===== src/rtl/bufpwm_pkg.sv =====
package bufpwm_pkg;

  // internal output level, before polarity is applied
  typedef enum logic {
    LVL_IDLE   = 1'b0,
    LVL_ACTIVE = 1'b1
  } lvl_e;

  // per-clock output events produced by the compare stage
  typedef struct packed {
    logic zero_rise;  // start-of-period event of a zero leading edge
    logic a_fall;     // counter leaving the leading-edge value
    logic b_fall;     // counter leaving the period value
  } evt_t;

endpackage


===== src/rtl/bufpwm_prescaler.sv =====
module bufpwm_prescaler #(
  parameter int PSW = 2
) (
  input  logic           clk,
  input  logic           rst,
  input  logic           en,
  input  logic [PSW-1:0] sel,
  output logic           tick
);

  logic [PSW-1:0] div_q;

  assign tick = en && (div_q == sel);

  always_ff @(posedge clk) begin
    if (rst || !en || tick) div_q <= '0;
    else                    div_q <= div_q + 1'b1;
  end

endmodule


===== src/rtl/bufpwm_regs.sv =====
module bufpwm_regs #(
  parameter int CW = 16
) (
  input  logic          clk,
  input  logic          rst,
  input  logic          en,
  input  logic          load,
  input  logic          a_wr,
  input  logic [CW-1:0] a_wdata,
  input  logic          b_wr,
  input  logic [CW-1:0] b_wdata,
  output logic [CW-1:0] a_act,
  output logic [CW-1:0] b_act,
  output logic [CW-1:0] a_nxt
);

  localparam int NREG = 2;  // index 0: leading edge, index 1: period

  logic [NREG-1:0]         wr;
  logic [NREG-1:0][CW-1:0] wdat;
  logic [NREG-1:0][CW-1:0] sh_q;
  logic [NREG-1:0][CW-1:0] act_q;

  assign wr   = {b_wr, a_wr};
  assign wdat = {b_wdata, a_wdata};

  for (genvar g = 0; g < NREG; g++) begin : g_pair
    always_ff @(posedge clk) begin
      if (rst)        sh_q[g] <= '0;
      else if (wr[g]) sh_q[g] <= wdat[g];
    end

    always_ff @(posedge clk) begin
      if (rst)               act_q[g] <= '0;
      else if (!en || load)  act_q[g] <= sh_q[g];
    end
  end

  assign a_act = act_q[0];
  assign b_act = act_q[1];
  assign a_nxt = sh_q[0];

endmodule


===== src/rtl/bufpwm_counter.sv =====
module bufpwm_counter
  import bufpwm_pkg::*;
#(
  parameter int CW = 16
) (
  input  logic          clk,
  input  logic          rst,
  input  logic          en,
  input  logic          tick,
  input  logic [CW-1:0] a_act,
  input  logic [CW-1:0] b_act,
  input  logic [CW-1:0] a_nxt,
  output logic [CW-1:0] cnt,
  output logic          wrap_tick,
  output evt_t          evt,
  output logic          a_hit,
  output logic          b_hit
);

  localparam logic [CW-1:0] ONE = CW'(1);

  logic [CW-1:0] cnt_q;
  logic [CW-1:0] a_eff;
  logic [CW-1:0] b_eff;
  logic          a_zero;

  assign a_zero    = (a_act == '0);
  assign a_eff     = a_zero ? ONE : a_act;
  assign b_eff     = (b_act == '0) ? ONE : b_act;
  assign wrap_tick = tick && (cnt_q >= b_eff);

  always_ff @(posedge clk) begin
    if (rst || !en)     cnt_q <= ONE;
    else if (wrap_tick) cnt_q <= ONE;
    else if (tick)      cnt_q <= cnt_q + ONE;
  end

  // a compare is held for a whole tick; its falling edge is the tick that
  // moves the counter off the matching value
  assign a_hit = (cnt_q == a_eff);
  assign b_hit = (cnt_q == b_eff);

  always_comb begin
    evt.a_fall    = tick && !a_zero && a_hit;
    evt.b_fall    = tick && b_hit;
    evt.zero_rise = wrap_tick && (a_nxt == '0);
  end

  assign cnt = cnt_q;

endmodule


===== src/rtl/bufpwm_outff.sv =====
module bufpwm_outff
  import bufpwm_pkg::*;
(
  input  logic clk,
  input  logic rst,
  input  logic en,
  input  logic pol,
  input  evt_t evt,
  output lvl_e lvl,
  output logic pin
);

  lvl_e lvl_q;
  lvl_e lvl_d;

  always_comb begin
    lvl_d = lvl_q;
    if (!en || evt.zero_rise) lvl_d = LVL_IDLE;    // zero edge masks period edge
    else if (evt.a_fall)      lvl_d = LVL_ACTIVE;  // leading edge wins a tie
    else if (evt.b_fall)      lvl_d = LVL_IDLE;
  end

  always_ff @(posedge clk) begin
    if (rst) begin
      lvl_q <= LVL_IDLE;
      pin   <= pol;
    end else begin
      lvl_q <= lvl_d;
      pin   <= logic'(lvl_d) ^ pol;
    end
  end

  assign lvl = lvl_q;

endmodule


===== src/rtl/bufpwm_chan.sv =====
module bufpwm_chan
  import bufpwm_pkg::*;
#(
  parameter int CW  = 16,
  parameter int PSW = 2
) (
  input  logic           clk,
  input  logic           rst,
  input  logic           en,
  input  logic [PSW-1:0] psc_sel,
  input  logic           pol,
  input  logic           a_wr,
  input  logic [CW-1:0]  a_wdata,
  input  logic           b_wr,
  input  logic [CW-1:0]  b_wdata,
  output logic           pin,
  output logic           a_match,
  output logic           b_match
);

  logic          tick;
  logic          wrap_tick;
  logic [CW-1:0] a_act;
  logic [CW-1:0] b_act;
  logic [CW-1:0] a_nxt;
  logic [CW-1:0] cnt;
  logic          a_hit;
  logic          b_hit;
  evt_t          evt;
  lvl_e          lvl;

  bufpwm_prescaler #(.PSW(PSW)) u_psc (
    .clk(clk), .rst(rst), .en(en), .sel(psc_sel), .tick(tick)
  );

  bufpwm_regs #(.CW(CW)) u_regs (
    .clk(clk), .rst(rst), .en(en), .load(wrap_tick),
    .a_wr(a_wr), .a_wdata(a_wdata), .b_wr(b_wr), .b_wdata(b_wdata),
    .a_act(a_act), .b_act(b_act), .a_nxt(a_nxt)
  );

  bufpwm_counter #(.CW(CW)) u_cnt (
    .clk(clk), .rst(rst), .en(en), .tick(tick),
    .a_act(a_act), .b_act(b_act), .a_nxt(a_nxt),
    .cnt(cnt), .wrap_tick(wrap_tick), .evt(evt),
    .a_hit(a_hit), .b_hit(b_hit)
  );

  bufpwm_outff u_out (
    .clk(clk), .rst(rst), .en(en), .pol(pol), .evt(evt),
    .lvl(lvl), .pin(pin)
  );

  assign a_match = en && a_hit;
  assign b_match = en && b_hit;

endmodule


===== config.mk =====
export PLATFORM = sky130hd
export DESIGN_NAME = bufpwm_chan
export DESIGN_NICKNAME = d
export VERILOG_FILES = /design/src/rtl/bufpwm_pkg.sv /design/src/rtl/bufpwm_prescaler.sv /design/src/rtl/bufpwm_regs.sv /design/src/rtl/bufpwm_counter.sv /design/src/rtl/bufpwm_outff.sv /design/src/rtl/bufpwm_chan.sv
export SDC_FILE = /design/constraint.sdc
export NUM_CORES = 1
export LEC_CHECK = 0
export BUFFER_PORTS_ARGS = -buffer_cell sky130_fd_sc_hd__buf_2
export CAP_MARGIN = 20
export CORE_MARGIN = 3
export CORE_UTILIZATION = 60
export DETAILED_ROUTE_END_ITERATION = 10
export PLACE_DENSITY = 0.79
export SYNTH_ARGS = -nofsm -noshare
export SYNTH_HDL_FRONTEND = slang
export SYNTH_HIERARCHICAL = 1
export SYNTH_SLANG_ARGS = --single-unit

===== constraint.sdc =====
create_clock -name clk -period 6.5 [get_ports clk]
set_clock_uncertainty 0.15 [all_clocks]
set_input_delay 1.3 -clock clk [delete_from_list [all_inputs] [get_ports clk]]
set_output_delay 1.3 -clock clk [all_outputs]
set_load 0.1 [all_outputs]

== Word level (Yosys, flattened, before mapping) ==
Index checks and enable logic that the tools add are counted.

* Bits in registers: 84
* Bits of input ports: 40
* Output and inout port bits: 3
* Logic and storage cells: 39

* $add $sub $neg: 2
* Magnitude comparators: 1
* Eq/ne operators: 3
* Multiplexer cells: 6
* Bitwise logic cells: 1
* Reduce and logical (&&, ||, !) cells: 18

{| class="wikitable"
|+ Operator list
! operator !! count
|-
| 16-bit logical NOT || 3
|-
| 16-bit equality test || 2
|-
| 16-bit 2-to-1 mux || 2
|-
| 16-bit by 1-bit adder with 16-bit output, second input constant || 1
|-
| 16-bit greater-or-equal comparator || 1
|-
| 1-bit logical AND || 8
|-
| 1-bit logical OR || 4
|-
| 1-bit 2-to-1 mux || 4
|-
| 2-bit by 1-bit adder with 2-bit output, second input constant || 1
|-
| 2-bit equality test || 1
|-
| 1-bit logical NOT || 2
|-
| 2-bit OR reduction || 1
|-
| 1-bit XOR || 1
|}

== Longest topological paths before layout ==
Gate-level depths: netlist (run 1).

* Depth after elaboration: 9
* Depth in mapped cells: 12
* Mapped depth without buffers: 11

== Modules after synthesis ==
The synthesis (run 1) kept the hierarchy.

{| class="wikitable"
|+ By module, submodules not included
! module !! instances !! cells each !! area each (um^2) !! seq. area each (um^2)
|-
| bufpwm_regs || 1 || 264 || 2941.6 || 1281.2
|-
| bufpwm_counter || 1 || 179 || 1545.2 || 320.3
|-
| bufpwm_prescaler || 1 || 12 || 108.9 || 40.0
|-
| bufpwm_outff || 1 || 6 || 68.8 || 40.0
|-
| bufpwm_chan || 1 || 2 || 12.5 || 0.0
|}

== Worst setup path after synthesis (run 1) ==
No wires, ideal clock.

* Path kind: reg2out
* Start point: register u_cnt.cnt_q[11], in the netlist u_cnt/cnt[11]
* End point: output port b_match
* Data arrival time: 2.039 ns
* Data required time: 5.050 ns
* Slack: 3.011 ns
* Cell stages (with the launch flop): 6
* Buffers on the path: 0
* Cell sequence: dfxtp_1 > ha_1 > nand4_1 > or3_1 > nor2_1 > and2_1

* Word-level cells in the longest chain between the ends: 2

{| class="wikitable"
|+ RTL lines
! what !! RTL line !! text
|-
| from (decl) || bufpwm_counter.sv:22 || <nowiki>logic [CW-1:0] cnt_q;</nowiki>
|-
| from (signal assigned) || bufpwm_counter.sv:35 || <nowiki>else if (tick) cnt_q <= cnt_q + ONE;</nowiki>
|-
| 16-bit equality test || bufpwm_counter.sv:41 || <nowiki>assign b_hit = (cnt_q == b_eff);</nowiki>
|-
| named net b_hit || bufpwm_chan.sv:28 || <nowiki>logic b_hit;</nowiki>
|-
| 1-bit logical AND || bufpwm_chan.sv:55 || <nowiki>assign b_match = en && b_hit;</nowiki>
|-
| to (decl) || bufpwm_chan.sv:18 || <nowiki>output logic b_match</nowiki>
|}

The timed path passes the listed nets, and every way through them passes these cells.

== Worst setup path in the final report (run 1) ==
* Start point: input port en
* End point: output port b_match

* Word-level cells in the longest chain between the ends: 1

{| class="wikitable"
|+ RTL lines
! what !! RTL line !! text
|-
| from (decl) || bufpwm_chan.sv:9 || <nowiki>input logic en,</nowiki>
|-
| 1-bit logical AND || bufpwm_chan.sv:55 ||
|}

No other way between the ends.

==> reports/qor.yml, run 1 <==
outcome: "completed"
synth_enable_flop_cells: 0
slew_viol_final: 0
num_vias: 3234
die_h_um: 94.3
power.density_mw_per_mm2: 221
yosysSeqAreaShare: 0.360
clock_latency_ns: 0.36
wl_met2_um: 4010
reg2reg_to: "u_regs/b_act[15]"
gr-usage-all-layers: 0.216
critPathCaptureType: "output pin"
fin_crit_sh: 0.602
drive_above_1_share: 0.235
finalSetupViolCount: 0
antennaDiodeCount: 0
synth_top_area_frac: 0.360
top_layer: "met4"
synth_area_mm2: 0.00468
root_buffer: "clkbuf_8"
grt_setup_unrepaired: "false"
wl_per_cell_um: 15.6
yosysTopAreaCell: "dfxtp_1"
portBuffers: 42
rows: 31
cts.sinks: 84
fin_nets: 529
synthToLayoutAreaGrowth_pct: 3.26
synth_flop_cell: "dfxtp_1"
overflow: 0
r2r_start: "u_regs/b_act[1]"
tns_ns: 0
worstSetupPathType: "primary input to output pin"
gp_congestion: 0.832
grt_max_degree: 100
grt_pass1_vias: 3063
netlist_top_cells_count: "dfxtp_1, nor2_1, mux2i_1, nand4bb_1, o21ai_2"
n_fill_cell: 621
grt_pass1_wl_um: 15100
numCtsBuffers: 9
required_ns: 5.05
whs_ns: 0.332
arrival_ns: 2.47
drtIter0Drc: 137
ys.warnings.count: 6
synthTopCellsByArea: "dfxtp_1, nand4bb_1, mux2i_1"
ctsHoldBuffers: 0
maxCapViolCount: 0
synth.distinct_cells: 53
cp-start-kind: "primary input"
relSlewSlack: 0.426
min_path_type: "flop to flop"
dieArea_mm2: 0.00889
dr.pass1.iters: 4
crit_fanout: 39
cts_setup_buffers: 0
async_flop_share: 0
ant_nets: 0
hp-start: "u_regs/sh_q[30]"
antenna_found_initial: 0
viasPerCell: 5.62
r2r_cells: 10
post_cts_resized: 0
wl_met3_um: 397
die_w_um: 94.3
clkTransAtPathRegs_ns: 0.09
rrSetupSlack_ns: 2.71
hold_viol: 0
clockBufferDepth: 2
synth.avg_cell_area_um2: 10.1
syn_inst: 463
coreArea_mm2: 0.00741
wl_um: 9000
remaining_drc_errors: 0
yosysMostFrequentCell: "dfxtp_1"
hold_depth: 2
htreeDepth: 3
ir_drop_v: 0.000137
start_util: 0.631
post-route-min-period_ns: 3.92
io_pins: 43
hpwl_um: 6260
wl_met1_um: 4470
p_leak_uw: 0.00202
hold_end: "u_regs/b_act[14]"
cts_tree: "yes"
ys_seq_elements: 84
max_freq_mhz: 255
syn_nets: 520
worst_slew_pin_slew_ns: 0.861
[per-stage QoR]
| stage | worst slack, ns | cells | total power, uW | util | area, um^2 |
|---|---|---|---|---|---|
| 2_1_floorplan | 3.01 | 463 | 696 | - | 4680 |
| 3_3_place_gp | 2.54 | 560 | 709 | 0.626 | 4640 |
| 3_5_place_dp | 2.44 | 560 | 714 | 0.626 | 4640 |
| 4_1_cts | 2.57 | 575 | 1070 | 0.652 | 4830 |
| 5_1_grt | 2.48 | 575 | 1120 | 0.652 | 4830 |
| 6_report | 2.58 | 575 | 1070 | 0.652 | 4830 |
[cell type report]
type / count / area [um^2] / share of cell area
Clock inverter: 6 / 66.3 / 0.0137
Tap cell: 99 / 124 / 0.0256
Multi-Input combinational cell: 313 / 2530 / 0.525
Inverter: 20 / 75.1 / 0.0155
Timing Repair Buffer: 44 / 225 / 0.0466
Sequential cell: 84 / 1680 / 0.348
Clock buffer: 9 / 124 / 0.0256
[power by group]
part	total [uW]	switching (uW)	internal [uW]	leakage, uW
Clock	364	189	175	0.0000873
Sequential	552	16.6	535	0.000686
Combinational	151	86.1	64.9	0.00124
Total	1070	291	775	0.00202
[sequential cells by signal (all words and copies together) (netlist names)]
signal / flops
u_regs/sh_q: 16
u_out/pin: 1
u_cnt/cnt: 16
u_psc/div_q: 2
u_regs/a_act: 16
u_regs/a_nxt: 16
u_regs/b_act: 16
u_out/lvl: 1
[worst max-delay path by stage]
| stage | from | end | slack, ns |
|---|---|---|---|
| 2_1_floorplan | u_cnt/cnt[11] | b_match | 3.01 |
| 3_3_place_gp | en | u_out/pin | 2.54 |
| 3_5_place_dp | en | u_out/pin | 2.44 |
| 4_1_cts | en | b_match | 2.57 |
| 5_1_grt | u_cnt/cnt[11] | b_match | 2.48 |
| 6_report | en | b_match | 2.58 |
[critical path, stage by stage]
cell and delay (ns):
buf_2 0.51, and2_1 0.22, buf_2 0.42
[cell usage in the layout (no fill, tap or decap), types with 4 or more instances in the layout]
cell,Yosys,layout
o21ai_2,30,30
nand2_1,5,5
or2b_1,17,17
inv_1,20,20
ha_1,17,17
nor3_1,8,8
buf_2,4,42
nand2b_2,8,8
dfxtp_1,84,84
xor2_1,28,28
nor4_1,12,12
a21oi_1,5,5
and3_1,4,4
nand3_1,7,7
clkbuf_8,0,9
nor2_1,40,40
nand4_1,9,9
nand4bb_1,32,32
and4_1,4,4
mux2i_1,33,33
xnor2_1,6,6
nor3_2,8,8
nand2b_1,9,9
[layer usage]
layer	up-vias	global-route usage
li1	1635	-
met1	1529	0.308
met2	61	0.318
met3	9	0.0577
met4	0	0.0626
met5	-	0
[cells by family (layout without fill, tap and decap cells)]
family / after synthesis / in the layout / share of synthesized area
xor gates and xnor gates: 34 / 34 / 0.0637
DFF: 84 / 84 / 0.360
AOI/OAI and AO/OA: 52 / 52 / 0.0958
and+or+nand+nor: 177 / 177 / 0.266
muxes: 33 / 33 / 0.0706
adders and majority gates: 17 / 17 / 0.0455
buffers and inverters: 66 / 79 / 0.0987
Power figures use the tool's default switching activity.
==> run 2: changes to the inputs <==
- clock period: 6.5 -> 3.87 ns (I/O delays scaled with it)
==> reports/qor.yml, run 2 (synthesized netlist as in run 1, its figures left out) <==
outcome: "completed"
arrival_ns: 2.40
cp-start-kind: "flop"
dieArea_mm2: 0.00889
path_depth: 6
r2r_cells: 12
worst_slew_pin_slew_ns: 0.862
critPathBufInv: 1
wl_per_cell_um: 16.2
synthToLayoutAreaGrowth_pct: 4.90
remaining_drc_errors: 0
rows: 31
worstSetupPathType: "flop to output pin"
post-route-min-period_ns: 3.33
wl_um: 9400
die_h_um: 94.3
io_pins: 43
critical_path.cell_chain: "ha_1, nand4_1, or3_1, nor2_1, and2_1, buf_2"
slowest_delay_ns: 0.44
critPathTopFamily: "simple AND/OR/NAND/NOR gates"
num_vias: 3344
power.density_mw_per_mm2: 388
finalSetupViolCount: 0
cts_setup_buffers: 0
die_w_um: 94.3
grt_setup_unrepaired: "false"
layout_commonest_cell: "dfxtp_1"
critPathSlowestCell: "or3_1"
p_total_uw: 1900
crit_fanout: 7
seqCellArea_mm2: 0.00168
htreeDepth: 3
ctsHoldBuffers: 0
min_path_type: "flop to flop"
wl_met3_um: 471
ir_drop_v: 0.000354
grt_pass1_vias: 3253
coreArea_mm2: 0.00741
viasPerCell: 5.78
dpl.cell_count: 563
gr-usage-all-layers: 0.225
start_util: 0.631
grt_pass1_wl_um: 15800
relSlewSlack: 0.425
hold_viol: 0
dp_slack_ns: 0.706
cts_tree: "yes"
wl_met2_um: 4330
top_layer: "met4"
mostFrequentLayoutCells: "dfxtp_1, buf_2, nor2_1, mux2i_1, nand4bb_1"
portBuffers: 42
numCtsBuffers: 9
setup_ws_ns: 0.542
clock_latency_ns: 0.36
ant_nets: 0
wl_met1_um: 4360
post_cts_resized: 0
gp_congestion: 0.882
tns_ns: 0
maxCapViolCount: 0
clkTransAtPathRegs_ns: 0.09
fin_nets: 532
overflow: 0
antenna_found_initial: 0
grt_max_degree: 58
hpwl_um: 6490
p_leak_uw: 0.00206
multi_input_area_mm2: 0.00253
drive_above_1_share: 0.242
drtIter0Drc: 202
slew_viol_final: 0
required_ns: 2.95
final_core_util: 0.662
cts.sinks: 84
fin_crit_sh: 0.860
clockBufferDepth: 2
final-instance-count-excl-fill: 579
dr.pass1.iters: 5
critPathCaptureType: "output pin"
hold_depth: 2
max_freq_mhz: 300
root_buffer: "clkbuf_8"
n_fill_cell: 621
antennaDiodeCount: 0
==> run 2: worst register-to-register path: cells and delay by family (launching register included) <==
| family | cells | cell delay, ns |
|---|---|---|
| DFF | 1 | 0.33 |
| and+or+nand+nor | 4 | 0.84 |
| adders and majority gates | 1 | 0.26 |
| AOI/OAI and AO/OA | 5 | 1.17 |
| buffers and inverters | 1 | 0.29 |
| xor gates and xnor gates | 1 | 0.13 |
==> run 2: worst paths after layout <==
check                       start         endpoint  slack [ns]
hold reg to reg   u_regs/a_nxt[9]  u_regs/a_act[9]        0.33
setup / recovery    u_cnt/cnt[11]          b_match        0.54
hold / removal    u_regs/a_nxt[9]  u_regs/a_act[9]        0.33
setup reg to reg  u_regs/b_act[1]        u_out/pin        0.65
==> run 2: area by class of cell <==
type,instances,share of cell area
clock buffers,10,0.0281
clock inverters,6,0.0191
inverters,20,0.0153
multi-input cells,313,0.516
flip-flops and latches,84,0.343
well taps,99,0.0252
repair buffers,47,0.0530
==> run 2: stage by stage <==
step	hold WS, ns	cell area, um^2
detailed placement	0.316	4670
floorplan	0.296	4680
global route	0.347	4910
finish	0.332	4910
CTS	0.331	4910
global placement	0.314	4670
==> run 2: power breakdown <==
| group | internal, uW | leakage, uW | switching [uW] |
|---|---|---|---|
| logic | 113 | 0.00126 | 147 |
| registers | 899 | 0.000686 | 27.9 |
| clock network | 387 | 0.000113 | 330 |
| total | 1400 | 0.00206 | 505 |
==> run 2: metal layers <==
layer / vias to the layer above / GRT usage
met4: 0 / 0.0939
met1: 1596 / 0.303
li1: 1648 / -
met3: 18 / 0.0489
met5: - / 0
met2: 82 / 0.350
